--- config.mk ---
export PLATFORM = sky130hd
export DESIGN_NAME = ddr_burst_sched
export DESIGN_NICKNAME = d
export VERILOG_FILES = /design/src/rtl/dbs_pkg.sv /design/src/rtl/dbs_latcfg.sv /design/src/rtl/dbs_timeline.sv /design/src/rtl/ddr_burst_sched.sv
export SDC_FILE = /design/constraint.sdc
export NUM_CORES = 1
export LEC_CHECK = 0
export ABC_AREA = 1
export BUFFER_PORTS_ARGS = -buffer_cell sky130_fd_sc_hd__buf_2
export CORE_MARGIN = 4
export CORE_UTILIZATION = 55
export DETAILED_ROUTE_END_ITERATION = 10
export GPL_TIMING_DRIVEN = 0
export PLACE_DENSITY_LB_ADDON = 0.3
export SLEW_MARGIN = 10
export SYNTH_ARGS = -nofsm -noshare
export SYNTH_HDL_FRONTEND = slang
export SYNTH_SLANG_ARGS = --single-unit
--- constraint.sdc ---
create_clock -name clk -period 9.43 [get_ports clk]
set_clock_uncertainty 0.1 [all_clocks]
set_input_delay 0 -clock clk [delete_from_list [all_inputs] [get_ports clk]]
set_output_delay 0 -clock clk [all_outputs]
set_load 0.05 [all_outputs]
--- src/rtl/dbs_pkg.sv ---
package dbs_pkg;
  localparam int CL_LO   = 3;
  localparam int CL_HI   = 5;
  localparam int BL4_CYC = 2;
  localparam int BL8_CYC = 4;

  typedef enum logic {
    BURST4 = 1'b0,
    BURST8 = 1'b1
  } burst_e;
endpackage

--- src/rtl/dbs_latcfg.sv ---
module dbs_latcfg import dbs_pkg::*; #(
  parameter int AL_MAX = 4,
  parameter int AL_W   = 3,
  parameter int LAT_W  = 4
) (
  input  logic             clk,
  input  logic             rst,
  input  logic             cfg_we,
  input  logic [2:0]       cfg_cl,
  input  logic [AL_W-1:0]  cfg_al,
  input  logic             cfg_bl8,
  input  logic             busy,
  output logic [LAT_W-1:0] rd_lat,
  output logic [LAT_W-1:0] wr_lat,
  output logic [LAT_W-1:0] burst_cyc
);
  logic [2:0]      cl_q;
  logic [AL_W-1:0] al_q;
  burst_e          bl_q;
  logic            legal;

  assign legal = (int'(cfg_cl) >= CL_LO) && (int'(cfg_cl) <= CL_HI) &&
                 (int'(cfg_al) <= AL_MAX);

  always_ff @(posedge clk) begin
    if (rst) begin
      cl_q <= 3'(CL_LO);
      al_q <= '0;
      bl_q <= BURST4;
    end else if (cfg_we && !busy && legal) begin
      cl_q <= cfg_cl;
      al_q <= cfg_al;
      bl_q <= cfg_bl8 ? BURST8 : BURST4;
    end
  end

  assign rd_lat    = LAT_W'(cl_q) + LAT_W'(al_q);
  assign wr_lat    = rd_lat - LAT_W'(1);
  assign burst_cyc = (bl_q == BURST8) ? LAT_W'(BL8_CYC) : LAT_W'(BL4_CYC);

  AST_CFG_FROZEN: assert property (@(posedge clk) disable iff (rst)
    busy |=> $stable({cl_q, al_q, bl_q}));
  AST_CL_LEGAL: assert property (@(posedge clk) disable iff (rst)
    (int'(cl_q) >= CL_LO) && (int'(cl_q) <= CL_HI) && (int'(al_q) <= AL_MAX));
endmodule

--- src/rtl/dbs_timeline.sv ---
module dbs_timeline #(
  parameter int DEPTH  = 12,
  parameter int MASK_W = 2,
  parameter int LAT_W  = 4
) (
  input  logic              clk,
  input  logic              rst,
  input  logic              ins_req,
  input  logic              ins_wr,
  input  logic [MASK_W-1:0] ins_dm,
  input  logic [LAT_W-1:0]  ins_lat,
  input  logic [LAT_W-1:0]  ins_len,
  output logic              ins_hit,
  output logic              busy,
  output logic              head_vld,
  output logic              head_wr,
  output logic [MASK_W-1:0] head_dm
);
  // slot i (before an edge) holds the cycle i+1 ahead of the current one
  logic [DEPTH-1:0]  vld_q, wr_q, vld_nx, wr_nx, probe, fill;
  logic [MASK_W-1:0] dm_q  [DEPTH];
  logic [MASK_W-1:0] dm_nx [DEPTH];
  logic              take;

  assign take = ins_req && !ins_hit;

  genvar i;
  generate
    for (i = 0; i < DEPTH; i++) begin : g_slot
      assign probe[i] = (i + 1 >= int'(ins_lat)) &&
                        (i + 1 <  int'(ins_lat) + int'(ins_len));
      assign fill[i]  = (i + 2 >= int'(ins_lat)) &&
                        (i + 2 <  int'(ins_lat) + int'(ins_len));
      if (i == DEPTH - 1) begin : g_tail
        assign vld_nx[i] = take && fill[i];
        assign wr_nx[i]  = take && fill[i] && ins_wr;
        assign dm_nx[i]  = (take && fill[i]) ? ins_dm : '0;
      end else begin : g_body
        assign vld_nx[i] = (take && fill[i]) ? 1'b1   : vld_q[i+1];
        assign wr_nx[i]  = (take && fill[i]) ? ins_wr : wr_q[i+1];
        assign dm_nx[i]  = (take && fill[i]) ? ins_dm : dm_q[i+1];
      end
    end
  endgenerate

  assign ins_hit = ins_req && |(probe & vld_q);
  assign busy    = |vld_q;

  always_ff @(posedge clk) begin
    if (rst) begin
      vld_q    <= '0;
      wr_q     <= '0;
      head_vld <= 1'b0;
      head_wr  <= 1'b0;
      head_dm  <= '0;
      for (int k = 0; k < DEPTH; k++) dm_q[k] <= '0;
    end else begin
      vld_q    <= vld_nx;
      wr_q     <= wr_nx;
      head_vld <= vld_q[0];
      head_wr  <= vld_q[0] && wr_q[0];
      head_dm  <= (vld_q[0] && wr_q[0]) ? dm_q[0] : '0;
      for (int k = 0; k < DEPTH; k++) dm_q[k] <= dm_nx[k];
    end
  end

  AST_BOOKED_AFTER_TAKE: assert property (@(posedge clk) disable iff (rst)
    (ins_req && !ins_hit) |=> busy);
endmodule

--- src/rtl/ddr_burst_sched.sv ---
module ddr_burst_sched import dbs_pkg::*; #(
  parameter int MASK_W = 2,
  parameter int AL_MAX = 4
) (
  input  logic                              clk,
  input  logic                              rst,
  input  logic                              cfg_we,
  input  logic [2:0]                        cfg_cl,
  input  logic [$clog2(AL_MAX+1)-1:0]       cfg_al,
  input  logic                              cfg_bl8,
  input  logic                              cmd_valid,
  input  logic                              cmd_is_wr,
  input  logic [MASK_W-1:0]                 cmd_dm,
  output logic                              rd_capture_en,
  output logic                              wr_drive_en,
  output logic [MASK_W-1:0]                 wr_dm,
  output logic                              cmd_err
);
  localparam int AL_W  = $clog2(AL_MAX + 1);
  localparam int DEPTH = CL_HI + AL_MAX + BL8_CYC - 1;
  localparam int LAT_W = $clog2(DEPTH + 2);

  logic [LAT_W-1:0]  rd_lat, wr_lat, burst_cyc, lat_sel;
  logic              hit, tl_busy, h_vld, h_wr;
  logic [MASK_W-1:0] h_dm;

  dbs_latcfg #(.AL_MAX(AL_MAX), .AL_W(AL_W), .LAT_W(LAT_W)) u_cfg (
    .clk(clk), .rst(rst), .cfg_we(cfg_we), .cfg_cl(cfg_cl), .cfg_al(cfg_al),
    .cfg_bl8(cfg_bl8), .busy(tl_busy || cmd_valid),
    .rd_lat(rd_lat), .wr_lat(wr_lat), .burst_cyc(burst_cyc)
  );

  assign lat_sel = cmd_is_wr ? wr_lat : rd_lat;

  dbs_timeline #(.DEPTH(DEPTH), .MASK_W(MASK_W), .LAT_W(LAT_W)) u_tl (
    .clk(clk), .rst(rst), .ins_req(cmd_valid), .ins_wr(cmd_is_wr),
    .ins_dm(cmd_is_wr ? cmd_dm : '0), .ins_lat(lat_sel), .ins_len(burst_cyc),
    .ins_hit(hit), .busy(tl_busy),
    .head_vld(h_vld), .head_wr(h_wr), .head_dm(h_dm)
  );

  always_ff @(posedge clk) begin
    if (rst) cmd_err <= 1'b0;
    else     cmd_err <= cmd_valid && hit;
  end

  assign rd_capture_en = h_vld && !h_wr;
  assign wr_drive_en   = h_wr;
  assign wr_dm         = h_dm;

  AST_NO_BOTH_DIR: assert property (@(posedge clk) disable iff (rst)
    !(rd_capture_en && wr_drive_en));
  AST_DM_ONLY_WR: assert property (@(posedge clk) disable iff (rst)
    (wr_dm != '0) |-> wr_drive_en);
  AST_ERR_HAS_CMD: assert property (@(posedge clk) disable iff (rst)
    cmd_err |-> $past(cmd_valid));
  AST_BURST_MIN: assert property (@(posedge clk) disable iff (rst)
    $rose(rd_capture_en) |=> rd_capture_en);
endmodule

After elaboration in Yosys (flattened, before gate mapping)

Memories as Yosys holds them, arrays and structs flattened. A register that Yosys moved wholly into a read port is not among the register bits.
Cells that the tools add are included.

$add $sub $neg: 3
$lt $le $gt $ge: 29
Multiplexer cells: 53
Bitwise gates (word level): 14
Reduce and logical (&&, ||, !) cells: 42

Operators by type and width:

| cell                  | number |
|---|---|
| $lt A5 B32 Y1 const A | 6 |
| $lt A4 B32 Y1 const A | 4 |
| $lt A3 B32 Y1 const A | 2 |
| $mux W2               | 25 |
| $logic_and A1 B1 Y1   | 35 |
| $lt A2 B32 Y1 const A | 1 |
| $mux W1               | 26 |
| $ge A4 B4 Y1 const A  | 6 |
| $reduce_or A12 Y1     | 2 |
| $ge A3 B4 Y1 const A  | 4 |
| $and A12 B12 Y12      | 1 |
| $or A1 B1 Y1          | 12 |
| $ge A2 B4 Y1 const A  | 2 |
| $le A3 B3 Y1 const B  | 2 |
| $add A4 B3 Y5         | 1 |
| $add A3 B3 Y4         | 1 |
| $ge A1 B4 Y1 const A  | 1 |
| $mux W4               | 1 |
| $sub A4 B1 Y4 const B | 1 |
| $ge A3 B2 Y1 const B  | 1 |
| $logic_not A1 Y1      | 3 |
| $mux W3               | 1 |
| $reduce_or A2 Y1      | 1 |
| $logic_or A1 B1 Y1    | 1 |
| $not A1 Y1            | 1 |

Register bits: 34
Bits in writable memories: 24
Input port bits: 14
Output and inout port bits: 5
Word-level logic and storage cells: 150
Memories kept: 1

Memories:

| memory    | depth | width | rd ports | clocked after Yosys merged registers in | write ports | RTL line           | source |
|---|---|---|---|---|---|---|---|
| u_tl.dm_q | 12    | 2     | 12       | 1                                       | 12          | dbs_timeline.sv:21 | `logic [MASK_W-1:0] dm_q [DEPTH];` |

Depth between registers and ports, before layout

Depth after elaboration: 14
Gate-level depth with buffers: 24
Gate-level depth less buffers: 23

By module

Synthesis repeated with hierarchy kept, for this count alone.

Cells, all modules: 488
Area total of the unflattened synthesis: 3443.3 um2

By module, submodules not included:

| module          | times used | cells an instance | area an instance (um2) | seq. area each (um2) |
|---|---|---|---|---|
| dbs_timeline    | 1          | 386               | 2795.2                 | 1041.0 |
| dbs_latcfg      | 1          | 79                | 543.0                  | 140.1 |
| ddr_burst_sched | 1          | 23                | 105.1                  | 20.0 |

Worst setup path before layout

Ideal clock, no wire load.

Path type: register to register
Start point: register u_cfg.al_q[0]
End point: memory u_tl.dm_q[5][0]
Library setup time: 0.113 ns
Data arrival time: 3.429 ns
Path slack: 5.789 ns
Stages on the path, launching flop included: 23
Period minus slack after synthesis: 3.641 ns
Path through: dfxtp_1 > ha_1 > inv_1 > fa_1 > ha_1 > nand2_1 > o21ai_0 > inv_1 > ha_1 > fa_1 > inv_1 > nand3_1 > nand2_4 > nand2_1 > nand3_1 > nand2_1 > nor2_2 > nand2_1 > nor2_4 > buf_6 > nand4_1 > nand2_1 > nor2_1

RTL lines:

| element                  | RTL line           | source |
|---|---|---|
| start: declaration       | dbs_latcfg.sv:18   | `logic [AL_W-1:0] al_q;` |
| start signal: assignment | dbs_latcfg.sv:32   | `al_q <= cfg_al;` |
| end: declaration         | dbs_timeline.sv:21 |  |

Worst setup path after layout

Start point: register u_cfg.cl_q[0]
End point: register u_tl.wr_q[10]

Cells in the longest elaborated chain, start to end: 13
Elaborated cells on any way between the ends: 47
Classes of those cells: add/sub: 3; order compare: 24; mux: 2; bitwise: 1; reduce/logical: 17

RTL lines:

| element                                     | RTL line                               | source |
|---|---|---|
| start: declaration                          | dbs_latcfg.sv:17                       | `logic [2:0] cl_q;` |
| start signal: assignment                    | dbs_latcfg.sv:27                       | `cl_q <= 3'(CL_LO);` |
| start signal: assignment                    | dbs_latcfg.sv:31                       | `cl_q <= cfg_cl;` |
| $add A3 B3 Y4 *                             | dbs_latcfg.sv:37                       | `assign rd_lat = LAT_W'(cl_q) + LAT_W'(al_q);` |
| $sub A4 B1 Y4                               | dbs_latcfg.sv:38                       | `assign wr_lat = rd_lat - LAT_W'(1);` |
| $mux W4 *                                   | ddr_burst_sched.sv:33                  | `assign lat_sel = cmd_is_wr ? wr_lat : rd_lat;` |
| $add A4 B3 Y5                               | dbs_timeline.sv:31, dbs_timeline.sv:33 |  |
| $lt A2 B32 Y1, or another cell as far along | dbs_timeline.sv:31                     | `(i + 1 < int'(ins_lat) + int'(ins_len));` |
| $logic_and A1 B1 Y1 (on tied branches)      | dbs_timeline.sv:30, dbs_timeline.sv:32 |  |
| $and A12 B12 Y12                            | dbs_timeline.sv:46                     | `assign ins_hit = ins_req && \|(probe & vld_q);` |
| $reduce_or A12 Y1                           | dbs_timeline.sv:46                     |  |
| $logic_and A1 B1 Y1                         | dbs_timeline.sv:46                     |  |
| $logic_not A1 Y1                            | dbs_timeline.sv:25                     | `assign take = ins_req && !ins_hit;` |
| $logic_and A1 B1 Y1                         | dbs_timeline.sv:25                     |  |
| $logic_and A1 B1 Y1 *                       | dbs_timeline.sv:40                     | `assign wr_nx[i] = (take && fill[i]) ? ins_wr : wr_q[i+1];` |
| $mux W1 *                                   | dbs_timeline.sv:40                     |  |
| end signal: assignment                      | dbs_timeline.sv:59                     | `wr_q <= wr_nx;` |
| end: declaration                            | dbs_timeline.sv:20                     | `logic [DEPTH-1:0] vld_q, wr_q, vld_nx, wr_nx, probe, fill;` |

Mark *: on every way between the ends. The rest lies on a longest branch, timed or not.
A chain may end at the register's enable or synchronous reset.

==> flow_summary.toml <==
[yosys]
post_synth_instance_area_um2 = 3050
synth_enable_flop_cells = 0
synth-seq-area-share_pct = 39.4
ys_warn_count = 0
post_synth_inst_count = 437
synth.distinct_cells = 31
yosys_register_bits = 60
yosys.cell_count.top_type = "sky130_fd_sc_hd__nor2_1"
synthArstFlopShare_pct = 0
mappedNetlistNets = 459
postSynthAreaPerCell_um2 = 6.98
yosys.area.top_type = "sky130_fd_sc_hd__dfxtp_1"
synth.top_cells.by_area = "sky130_fd_sc_hd__dfxtp_1 (39%), sky130_fd_sc_hd__nor2_1 (14%), sky130_fd_sc_hd__nand2_1 (10%)"
synth_top_area_share_pct = 39.4
post_synth_most_frequent_cells = "sky130_fd_sc_hd__nor2_1 (116), sky130_fd_sc_hd__nand2_1 (84), sky130_fd_sc_hd__dfxtp_1 (60), sky130_fd_sc_hd__inv_1 (38), sky130_fd_sc_hd__nand4_1 (35)"
postSynth.topFlopCell = "sky130_fd_sc_hd__dfxtp_1"

[clocking]
total_clock_sinks = 60
total_number_of_h_tree_levels = 3
clk_transition_reported_paths_ns = 0.06
cts_made_buffers = 9
max-clock-path-buffers = 2
clockRootBuffer = "sky130_fd_sc_hd__clkbuf_8"
cts_tree = "yes"
postCtsSetupRepairBufs = 0
clk_latency_ns = 0.34

[grt]
grt_remaining_overflow = 0
grt_util_all_layers_pct = 24.2
grt_pass1_vias = 2778
grt_antenna_before_repair = 0
grt_pass1_wl_um = 12400
pin_count_of_the_biggest_net_entering_global_routing = 11

[die]
number_of_top_level_design_ports = 19
die_area_um2 = 6800
rows = 26
die_width_um = 82.5
initial_cell_density_of_the_core_pct = 58.3
die_h_um = 82.5
floorplan.core_area_um2 = 5240

[place]
gp_routability_congestion = 0.879
place.port_buffers = 15
detailed_place_hpwl_um = 5300

[drt]
post_drt_via_cell_ratio = 5.26
count_of_vias_placed_by_the_detailed_router = 2869
first_iter_violations = 190
ant_nets = 0
first_pass_iters = 4
drt_drc_violations_left = 0
detail_route.wirelength_um = 7070
wire_per_inst_um = 13.0

[worst_setup_path]
largest_fanout_on_the_critical_path = 10
critical_path_arrival_ns = 4.40
required_ns = 9.56
critPathLaunchType = "flop"
regToRegStartpoint = "u_cfg.cl_q[0]"
worstSetupStartpoint = "u_cfg.cl_q[0]"
critical_setup_path_class = "reg -> reg"
worstSetupEndpointType = "flop"

[sta]
setup-violations-final = 0
rsz_0062_raised_after_global_routing = "false"
tightestPinTransition_ns = 0.564
maxSlewViolCount = 0
timing.setup.tns_ns = 0
final_hold_viol_count = 0
post-route-period-util_pct = 45.3
fmax_ghz = 0.234
fin_hold_ws_ns = 0.000819
maxSlewHeadroom_pct = 62.1
final_period_minus_worst_setup_slack_ns = 4.27

[cells_and_area]
syn2layout_area_growth_pct = 14.5
num_antenna_cells = 0
sequential_cell_area_um2 = 1200
layout-drive-gt1-share_pct = 12.8
num-nets-final = 494
area_taken_by_multi_input_logic_gates_um2 = 1570
fillCellCount = 482

[worst_hold_path]
timing.hold.worst.class = "in -> reg"
worst_hold_startpoint = "rst"

[power]
power_mw = 1.22
p_leak_nw = 1.67
pwr_density_cell_nw_per_um2 = 350
power.ir.vdd_worst_mv = 0.280

[flow_run]
cap_violations = 0

[outcome]
run_status = "finished clean"
-- routing by layer --
metal / global-route usage [%] / vias up / routed length (um)
li1: - / 1467 / -
met1: 30.2 / 1304 / 3080
met2: 40.6 / 84 / 3400
met3: 7.27 / 14 / 491
met4: 6.54 / 0 / 102
met5: 0 / - / 0
-- worst paths after layout --
path	endpoint	slack, ns	cells after the start
hold / removal	u_tl.vld_q[8]	0.0008	2
hold reg to reg	u_tl.head_dm[1]	0.31	2
setup / recovery	u_tl.wr_q[10]	5.16	22
setup reg to reg	u_tl.wr_q[10]	5.16	22
-- cell type report --
class,count,share of cell area [%]
Sequential cell,60,34.4
Inverter,41,4.40
Buffer,20,3.62
Clock inverter,2,1.00
Tap cell,70,2.51
Timing Repair Buffer,24,4.73
Clock buffer,12,4.44
Multi-Input combinational cell,316,44.9
-- cells by family after synthesis --
group / synth area share [%]
simple gates: 43.1
compound gates: 4.63
flops: 39.4
fa+ha+maj: 3.77
buf+inv: 9.18
-- power by group --
group	switching (mW)	internal, mW	leakage (nW)
Clock	0.0936	0.133	0.0983
Combinational	0.433	0.218	1.08
Sequential	0.0260	0.319	0.487
Total	0.553	0.670	1.67
-- repair_timing --
action	in CTS	in global routing
hold buffers	9	0
resized for setup	0	0
hold endpoints to repair	15	0
-- layout by cell type, fill, tap and decap left out, types with 2 or more instances in the layout --
cell / synthesis / final
sky130_fd_sc_hd__nor2_1: 116 / 116
sky130_fd_sc_hd__nand2_1: 84 / 84
sky130_fd_sc_hd__dfxtp_1: 60 / 60
sky130_fd_sc_hd__inv_1: 38 / 38
sky130_fd_sc_hd__nand4_1: 35 / 35
sky130_fd_sc_hd__nand3_1: 23 / 23
sky130_fd_sc_hd__buf_2: 5 / 20
sky130_fd_sc_hd__nor2_4: 11 / 11
sky130_fd_sc_hd__clkbuf_8: 0 / 11
sky130_fd_sc_hd__a21oi_1: 10 / 10
sky130_fd_sc_hd__o21ai_0: 9 / 9
sky130_fd_sc_hd__clkbuf_1: 8 / 9
sky130_fd_sc_hd__dlygate4sd3_1: 0 / 9
sky130_fd_sc_hd__ha_1: 6 / 6
sky130_fd_sc_hd__buf_6: 5 / 5
sky130_fd_sc_hd__buf_4: 2 / 2
sky130_fd_sc_hd__inv_2: 2 / 2
sky130_fd_sc_hd__nand2_2: 2 / 2
sky130_fd_sc_hd__nand3b_1: 2 / 2
sky130_fd_sc_hd__nand2_4: 2 / 2
sky130_fd_sc_hd__o21bai_1: 2 / 2
sky130_fd_sc_hd__nor2_2: 2 / 2
sky130_fd_sc_hd__a211oi_1: 2 / 2
sky130_fd_sc_hd__fa_1: 2 / 2
-- sequential cells by signal, indices dropped and copies added, names as in the netlist --
signal,flops
u_tl.dm_q,24
u_tl.wr_q,12
u_cfg.cl_q,3
u_tl.head_wr,1
u_tl.head_dm,2
u_tl.vld_q,12
u_cfg.bl_q,1
u_tl.head_vld,1
u_cfg.al_q,3
cmd_err,1
-- worst max-delay path, stage by stage, from the launching register on --
cell and delay (ns):
sky130_fd_sc_hd__dfxtp_1 0.34, sky130_fd_sc_hd__ha_1 0.17, sky130_fd_sc_hd__inv_1 0.05, sky130_fd_sc_hd__fa_1 0.50, sky130_fd_sc_hd__ha_1 0.31, sky130_fd_sc_hd__nand2_1 0.04, sky130_fd_sc_hd__o21ai_0 0.14, sky130_fd_sc_hd__inv_1 0.17
sky130_fd_sc_hd__ha_1 0.24, sky130_fd_sc_hd__fa_1 0.43, sky130_fd_sc_hd__inv_1 0.12, sky130_fd_sc_hd__nand3_1 0.16, sky130_fd_sc_hd__nand2_4 0.16, sky130_fd_sc_hd__nand3_1 0.13, sky130_fd_sc_hd__nand3_1 0.12, sky130_fd_sc_hd__nand2_1 0.08
sky130_fd_sc_hd__nor2_2 0.15, sky130_fd_sc_hd__nand2_1 0.11, sky130_fd_sc_hd__nor2_4 0.22, sky130_fd_sc_hd__buf_6 0.18, sky130_fd_sc_hd__nand4_1 0.09, sky130_fd_sc_hd__nand2_1 0.09, sky130_fd_sc_hd__nor2_1 0.05
-- through the flow --
| step | worst slack, ns | area [um2] | utilization [%] | instances |
|---|---|---|---|---|
| after CTS | 5.20 | 3490 | 66.7 | 545 |
| after floorplan | 5.79 | 3050 | - | 437 |
| final | 5.16 | 3490 | 66.7 | 545 |
| after detailed placement | 5.27 | 3210 | 61.4 | 522 |
| after global routing | 4.89 | 3490 | 66.7 | 545 |
| after global placement | 5.32 | 3210 | 61.4 | 522 |
Power figures use the tool's default switching activity.
